--- src/rtl/rdr_pkg.sv ---
package rdr_pkg;

  localparam int LEN_W      = 14;
  localparam int UNIT_W     = 8;
  localparam int UNIT_SHIFT = 6;
  localparam int DESC_STEP  = 8;
  localparam int STAT_OFS   = 4;
  localparam int FCS_BYTES  = 4;

  typedef enum logic [2:0] {
    ST_IDLE, ST_FETCH, ST_CHECK, ST_DATA, ST_WSTAT, ST_WOWN, ST_DROP
  } rdr_state_e;

  // Status word: length in [13:0], start flag bit 14, end flag bit 15.
  function automatic logic [31:0] stat_word(input logic sof, input logic eof,
                                            input logic [LEN_W-1:0] len);
    return {16'h0000, eof, sof, len};
  endfunction

  // Address word handed back to software: same buffer bits, wrap kept, owned.
  function automatic logic [31:0] own_word(input logic [29:0] buf_hi,
                                           input logic wrap);
    return {buf_hi, wrap, 1'b1};
  endfunction

  function automatic logic [LEN_W-1:0] rec_len(input logic [LEN_W-1:0] total,
                                               input logic strip);
    if (!strip) return total;
    return (total > LEN_W'(FCS_BYTES)) ? total - LEN_W'(FCS_BYTES) : '0;
  endfunction

  function automatic logic [LEN_W-1:0] buf_limit(input logic [UNIT_W-1:0] units);
    logic [LEN_W-1:0] u;
    u = LEN_W'(units);
    if (u == '0) u = LEN_W'(1);
    return u << UNIT_SHIFT;
  endfunction

  function automatic logic [3:0] lane_enable(input logic [1:0] lane);
    return 4'b0001 << lane;
  endfunction

endpackage

--- src/rtl/rdr_ring_ptr.sv ---
module rdr_ring_ptr #(
  parameter int ADDR_W = 32,
  parameter int STEP   = 8
) (
  input  logic              clk,
  input  logic              rst_n,
  input  logic              load,
  input  logic [ADDR_W-1:0] base,
  input  logic              advance,
  input  logic              wrap,
  output logic [ADDR_W-1:0] ptr,
  output logic [ADDR_W-1:0] base_q
);
  always_ff @(posedge clk or negedge rst_n) begin
    if (!rst_n) begin
      ptr    <= '0;
      base_q <= '0;
    end else if (load) begin
      ptr    <= base;
      base_q <= base;
    end else if (advance) begin
      ptr <= wrap ? base_q : ptr + ADDR_W'(STEP);
    end
  end
endmodule

--- src/rtl/rdr_fill_ctr.sv ---
module rdr_fill_ctr #(
  parameter int LEN_W = 14
) (
  input  logic             clk,
  input  logic             rst_n,
  input  logic             clr_frame,
  input  logic             clr_buf,
  input  logic             inc,
  input  logic [LEN_W-1:0] limit,
  output logic [LEN_W-1:0] off,
  output logic [LEN_W-1:0] total,
  output logic             buf_full_next
);
  assign buf_full_next = (off + LEN_W'(1)) == limit;

  always_ff @(posedge clk or negedge rst_n) begin
    if (!rst_n) begin
      off   <= '0;
      total <= '0;
    end else begin
      if (clr_frame)      total <= '0;
      else if (inc && total != '1) total <= total + LEN_W'(1);
      if (clr_buf)        off <= '0;
      else if (inc)       off <= off + LEN_W'(1);
    end
  end
endmodule

--- src/rtl/rx_desc_ring_writer.sv ---
module rx_desc_ring_writer
  import rdr_pkg::*;
#(
  parameter int ADDR_W = 32
) (
  input  logic              clk,
  input  logic              rst_n,
  input  logic              rx_enable,
  input  logic [ADDR_W-1:0] ring_base,
  input  logic [UNIT_W-1:0] buf_units,
  input  logic              strip_fcs,
  input  logic              s_valid,
  input  logic [7:0]        s_data,
  input  logic              s_sof,
  input  logic              s_eof,
  output logic              s_ready,
  output logic              mem_req,
  output logic              mem_we,
  output logic [ADDR_W-1:0] mem_addr,
  output logic [3:0]        mem_be,
  output logic [31:0]       mem_wdata,
  input  logic [31:0]       mem_rdata,
  output logic              nobuf
);
  localparam int BUF_HI_W = ADDR_W - 2;

  rdr_state_e          st;
  logic                armed, first_q, last_q, wrap_q;
  logic [BUF_HI_W-1:0] buf_q;
  logic [ADDR_W-1:0]   ptr, base_q, byte_addr;
  logic [LEN_W-1:0]    off, total, limit;
  logic                buf_full_next, accept;

  // Named events, also observed by the bound checker.
  logic st_idle, load_evt, start_evt, drop_evt, take_evt, adv_evt;

  assign st_idle   = (st == ST_IDLE);
  assign load_evt  = st_idle && rx_enable && !armed;
  assign start_evt = st_idle && rx_enable && armed && s_valid && s_sof;
  assign drop_evt  = (st == ST_CHECK) && mem_rdata[0];
  assign take_evt  = (st == ST_CHECK) && !mem_rdata[0];
  assign adv_evt   = (st == ST_WOWN);
  assign limit     = buf_limit(buf_units);
  assign accept    = s_valid && s_ready;
  assign byte_addr = {buf_q, 2'b00} + ADDR_W'(off);

  always_comb begin
    unique case (st)
      ST_IDLE:         s_ready = rx_enable && armed && !s_sof;
      ST_DATA, ST_DROP: s_ready = 1'b1;
      default:         s_ready = 1'b0;
    endcase
  end

  rdr_ring_ptr #(.ADDR_W(ADDR_W), .STEP(DESC_STEP)) u_ptr (
    .clk(clk), .rst_n(rst_n), .load(load_evt), .base(ring_base),
    .advance(adv_evt), .wrap(wrap_q), .ptr(ptr), .base_q(base_q)
  );

  rdr_fill_ctr #(.LEN_W(LEN_W)) u_fill (
    .clk(clk), .rst_n(rst_n), .clr_frame(start_evt), .clr_buf(take_evt),
    .inc((st == ST_DATA) && accept), .limit(limit), .off(off),
    .total(total), .buf_full_next(buf_full_next)
  );

  always_comb begin
    mem_req   = 1'b0;
    mem_we    = 1'b0;
    mem_addr  = ptr;
    mem_be    = 4'h0;
    mem_wdata = '0;
    unique case (st)
      ST_FETCH: mem_req = 1'b1;
      ST_DATA: begin
        mem_req   = accept;
        mem_we    = 1'b1;
        mem_addr  = {byte_addr[ADDR_W-1:2], 2'b00};
        mem_be    = lane_enable(byte_addr[1:0]);
        mem_wdata = {4{s_data}};
      end
      ST_WSTAT: begin
        mem_req   = 1'b1;
        mem_we    = 1'b1;
        mem_addr  = ptr + ADDR_W'(STAT_OFS);
        mem_be    = 4'hF;
        mem_wdata = stat_word(first_q, last_q,
                              last_q ? rec_len(total, strip_fcs) : off);
      end
      ST_WOWN: begin
        mem_req   = 1'b1;
        mem_we    = 1'b1;
        mem_be    = 4'hF;
        mem_wdata = own_word(buf_q, wrap_q);
      end
      default: ;
    endcase
  end

  always_ff @(posedge clk or negedge rst_n) begin
    if (!rst_n) begin
      st      <= ST_IDLE;
      armed   <= 1'b0;
      first_q <= 1'b0;
      last_q  <= 1'b0;
      wrap_q  <= 1'b0;
      buf_q   <= '0;
      nobuf   <= 1'b0;
    end else begin
      nobuf <= drop_evt;
      unique case (st)
        ST_IDLE: begin
          if (!rx_enable)  armed <= 1'b0;
          else if (!armed) armed <= 1'b1;
          if (start_evt) begin
            first_q <= 1'b1;
            st      <= ST_FETCH;
          end
        end
        ST_FETCH: st <= ST_CHECK;
        ST_CHECK: begin
          if (mem_rdata[0]) st <= ST_DROP;
          else begin
            buf_q  <= mem_rdata[ADDR_W-1:2];
            wrap_q <= mem_rdata[1];
            st     <= ST_DATA;
          end
        end
        ST_DATA: begin
          if (s_valid && s_eof) begin
            last_q <= 1'b1;
            st     <= ST_WSTAT;
          end else if (s_valid && buf_full_next) begin
            last_q <= 1'b0;
            st     <= ST_WSTAT;
          end
        end
        ST_WSTAT: st <= ST_WOWN;
        ST_WOWN: begin
          first_q <= 1'b0;
          st      <= last_q ? ST_IDLE : ST_FETCH;
        end
        ST_DROP: if (s_valid && s_eof) st <= ST_IDLE;
        default: st <= ST_IDLE;
      endcase
    end
  end
endmodule

--- config.mk ---
export PLATFORM = sky130hd
export DESIGN_NAME = rx_desc_ring_writer
export DESIGN_NICKNAME = d
export VERILOG_FILES = /design/src/rtl/rdr_pkg.sv /design/src/rtl/rdr_ring_ptr.sv /design/src/rtl/rdr_fill_ctr.sv /design/src/rtl/rx_desc_ring_writer.sv
export SDC_FILE = /design/constraint.sdc
export NUM_CORES = 1
export LEC_CHECK = 0
export ABC_AREA = 1
export BUFFER_PORTS_ARGS = -buffer_cell sky130_fd_sc_hd__buf_4
export CAP_MARGIN = 40
export CORE_MARGIN = 2
export CORE_UTILIZATION = 40
export DETAILED_ROUTE_END_ITERATION = 10
export GPL_TIMING_DRIVEN = 0
export MAX_ROUTING_LAYER = met4
export SKIP_LAST_GASP = 1
export SLEW_MARGIN = 40
export SYNTH_ARGS = -nofsm -noshare
export SYNTH_HDL_FRONTEND = slang
export SYNTH_SLANG_ARGS = --single-unit
--- constraint.sdc ---
create_clock -name clk -period 2.7 [get_ports clk]
set_input_delay 0.405 -clock clk [delete_from_list [all_inputs] [get_ports clk]]
set_output_delay 0.405 -clock clk [all_outputs]
set_load 0.1 [all_outputs]
==> key figures <==
Run status
  • Status: finished, violations left
  • Failing checks: setup timing

Setup path
  • Crit path capture type: primary output
  • CP Class: flop to primary output
  • CP required: 2.30 ns
  • Worst Path Arrival: 2.52 ns
  • Crit start category: flop
  • Max FO, Critical Path: 5

Global route
  • GRT overflow: 0
  • Antenna violations before repair: 0
  • First-pass GRT wire length: 59420 um
  • Pin count of the biggest net entering global routing: 71
  • Vias in the first global route: 10.34k
  • GRT Util Overall: 32.82%

Cells and area
  • Post-route cell area: 14350 um^2
  • Area Overhead vs Synth: 52.68%
  • Leading cell type in the layout, fill and taps excluded: nand2_1
  • Post-Layout Cell Count: 2023
  • Ant diodes: 0
  • Most frequent cells in the layout: nand2_1, buf_4, inv_1
  • Nets: 1802
  • Share of post-route cells with drive strength above 1: 34.04%

CTS
  • CTS H-tree lvls: 4
  • Clock Sinks: 130
  • CTS Buffer Depth: 2
  • Skew-Pair Late Insertion Delay: 0.45 ns
  • Clock slew seen by the registers of the worst setup and hold paths: 0.07 ns
  • CTS tree: built
  • CTS Buf Count: 17
  • Root buffer cell: clkbuf_16

Place
  • Dpl cell area: 11280 um^2
  • Placed Instances: 1906
  • PortBufs: 158
  • GPL Wtd Cong: 1.004
  • DP HPWL: 29520 um

Synth
  • Post-synthesis sequential area ratio: 34.62%
  • Synth area leaders: dfrtp_1, nand2_1, o21ai_0
  • Yosys top cell area share: 34.62%
  • Net count after synthesis: 1539
  • Ys Warns: 0
  • Synthesized area: 9397 um^2
  • Leading area contributor after synthesis: dfrtp_1
  • Post-Syn Area per Cell: 6.580 um^2
  • Cells after Synth: 1428
  • Netlist cell types: 44
  • #FFs+latches synth: 130

Routing
  • WL/cell: 19.71 um
  • First drt pass iteration count: 5
  • Initial DRC Count: 777
  • Routed vias/inst: 5.448
  • DRT antenna net count: 0
  • Vias: 11.02k
  • DRC Markers: 0
  • Routed wire length: 39880 um

Run
  • MaxCap Viol Count: 0

Power and ir drop
  • Pwr per Cell Area: 1471 nW/um^2
  • Seq pwr share: 18.8%
  • Worst VDD drop: 0.001187 V
  • Switching power: 12.16 mW
  • Internal power: 8.949 mW
  • Gate power share: 69.7%
  • Pleak: 6.559 nW
  • Sw Share: 57.61%
  • Clock power frac: 11.5%

Die
  • Core Footprint: 23260 um^2
  • Die ar.: 24730 um^2
  • FP Rows: 56
  • Die W: 157.3 um
  • I/O pin count: 159
  • Die H: 157.3 um
  • Initial Util: 40.39%

Worst hold path
  • HP Class: input pin to flop

Timing
  • Fin Clk Skew: 0.01804 ns
  • Fmax: 0.3423 GHz
  • RSZ-0062 raised after global routing: yes
  • Final Max Tran Viols: 0
  • Min Hold Slack: 0.1627 ns
  • Clock period minus worst slack: 2.922 ns
  • Worst slew pin tran: 0.7414 ns
  • Final-report setup violation count: 31
  • Slew HR: 50.05%
  • Final TNS setup: -3.500 ns
  • Crit share post-route: 108.2%
  • Setup ws final: -0.2218 ns
  • Fin. Hold Viols: 0
cells by family (layout without fill, tap and decap cells):
family | after synthesis | count (layout) | share of synthesized area (%)
and+or+nand+nor | 728 | 728 | 32.54
AOI/OAI and AO/OA | 308 | 308 | 18.07
buffers and inverters | 206 | 482 | 8.509
DFF | 130 | 130 | 34.62
xor gates and xnor gates | 32 | 32 | 2.983
adders and majority gates | 24 | 24 | 3.276
path summary, 6_finish.rpt:
kind | startpoint | to | slack [ns] | depth (start not counted)
max | buf_q[6]$_DFFE_PN0P_ | mem_addr[23] | -0.22 | 12
min | mem_rdata[11] | buf_q[9]$_DFFE_PN0P_ | 0.16 | 3
max reg2reg | st[0]$_DFFE_PN0P_ | u_fill.off[10]$_DFFE_PN0P_ | 0.18 | 7
min reg2reg | u_ptr.base_q[13]$_DFFE_PN0P_ | u_ptr.base_q[13]$_DFFE_PN0P_ | 0.48 | 2
max in group asynchronous | rst_n | u_ptr.ptr[15]$_DFFE_PN0P_ | 1.44 | 3
min in group asynchronous | rst_n | u_fill.total[8]$_DFFE_PN0P_ | 0.49 | 2
what timing repair did:
action,CTS,global route
setup endpoints to repair,71,62
hold buffers,1,0
hold endpoints to repair,60,0
setup buffers,41,44
pin swaps,57,66
gates cloned,0,0
resized for setup,304,178
power groups by stage:
stage,sequential [mW],clock [mW],combinational [mW]
final,3.96,2.43,14.7
after CTS,3.90,2.43,13.4
after detailed placement,3.81,0,11.5
after global routing,4.05,2.51,15.5
after floorplan,3.48,0,8.66
after global placement,3.81,0,11.4
worst max-delay path, cell delays in order, from the launching register on:
cell and delay (ns):
dfrtp_2 0.44, ha_4 0.33, nand2_1 0.08, a21oi_1 0.15, nor2_1 0.10, o21ai_2 0.17, a21oi_4 0.07, nor2_4 0.14
nand2_1 0.09, nand2_1 0.09, nand2_2 0.07, o21ai_4 0.16, buf_12 0.19
synthesized netlist by cell type:
master,number
nand2_1,429
o21ai_0,174
inv_1,156
nor2_1,135
dfrtp_1,130
nand3_1,90
a21oi_1,65
nor3_1,30
xor2_1,30
clkbuf_1,27
ha_1,23
nand4_1,19
a31oi_1,17
buf_2,15
o211ai_1,13
o2111ai_1,9
o22ai_1,7
o21bai_1,6
nor2_2,5
inv_2,4
nor4_1,4
a21o_1,3
clkinv_1,3
nand2_2,3
nor3_2,3
a211oi_1,2
a221oi_1,2
a22oi_1,2
and3_1,2
nor2_4,2
o21a_1,2
o21ai_1,2
o221ai_1,2
xnor2_1,2
buf_6,1
fa_1,1
nand4_2,1
nor3_4,1
nor3b_2,1
nor4_2,1
nor4_4,1
o311ai_0,1
o41ai_1,1
or2_2,1
state kept, by name (all words and copies together), names as in the netlist:
name and flops:
first_q 1, wrap_q 1, st 3, last_q 1, u_ptr.ptr 32, nobuf 1, u_fill.off 14, armed 1
u_fill.total 14, buf_q 30, u_ptr.base_q 32
area by class of cell:
| type | instances | area [um^2] |
|---|---|---|
| Fill cell | 2166 | 8916 |
| Multi-Input combinational cell | 1092 | 6708 |
| Sequential cell | 130 | 3297 |
| Timing Repair Buffer | 245 | 2460 |
| Inverter | 163 | 636.9 |
| Clock buffer | 17 | 425.4 |
| Tap cell | 319 | 399.1 |
| Buffer | 42 | 260.3 |
| Clock inverter | 15 | 160.2 |
layer usage:
metal  share of wire [%]  vias to the layer above  track usage (%)
met4                 4.5                        0            12.99
met2                  50                      407            54.98
met1                  41                     5249            40.10
li1                    -                     5264                -
met5                   0                        -                -
met3                 5.3                      101            4.543
metrics by stage:
stage / utilization [%] / total power [mW] / setup WS, ns
after floorplan: - / 12.14 / -0.4356
after global placement: 48.34 / 15.17 / -0.6119
after detailed placement: 48.49 / 15.26 / -0.6276
after CTS: 57.40 / 19.75 / -0.2682
after global routing: 61.67 / 22.11 / -0.3164
final: 61.67 / 21.11 / -0.2218
Power figures use the tool's default switching activity.
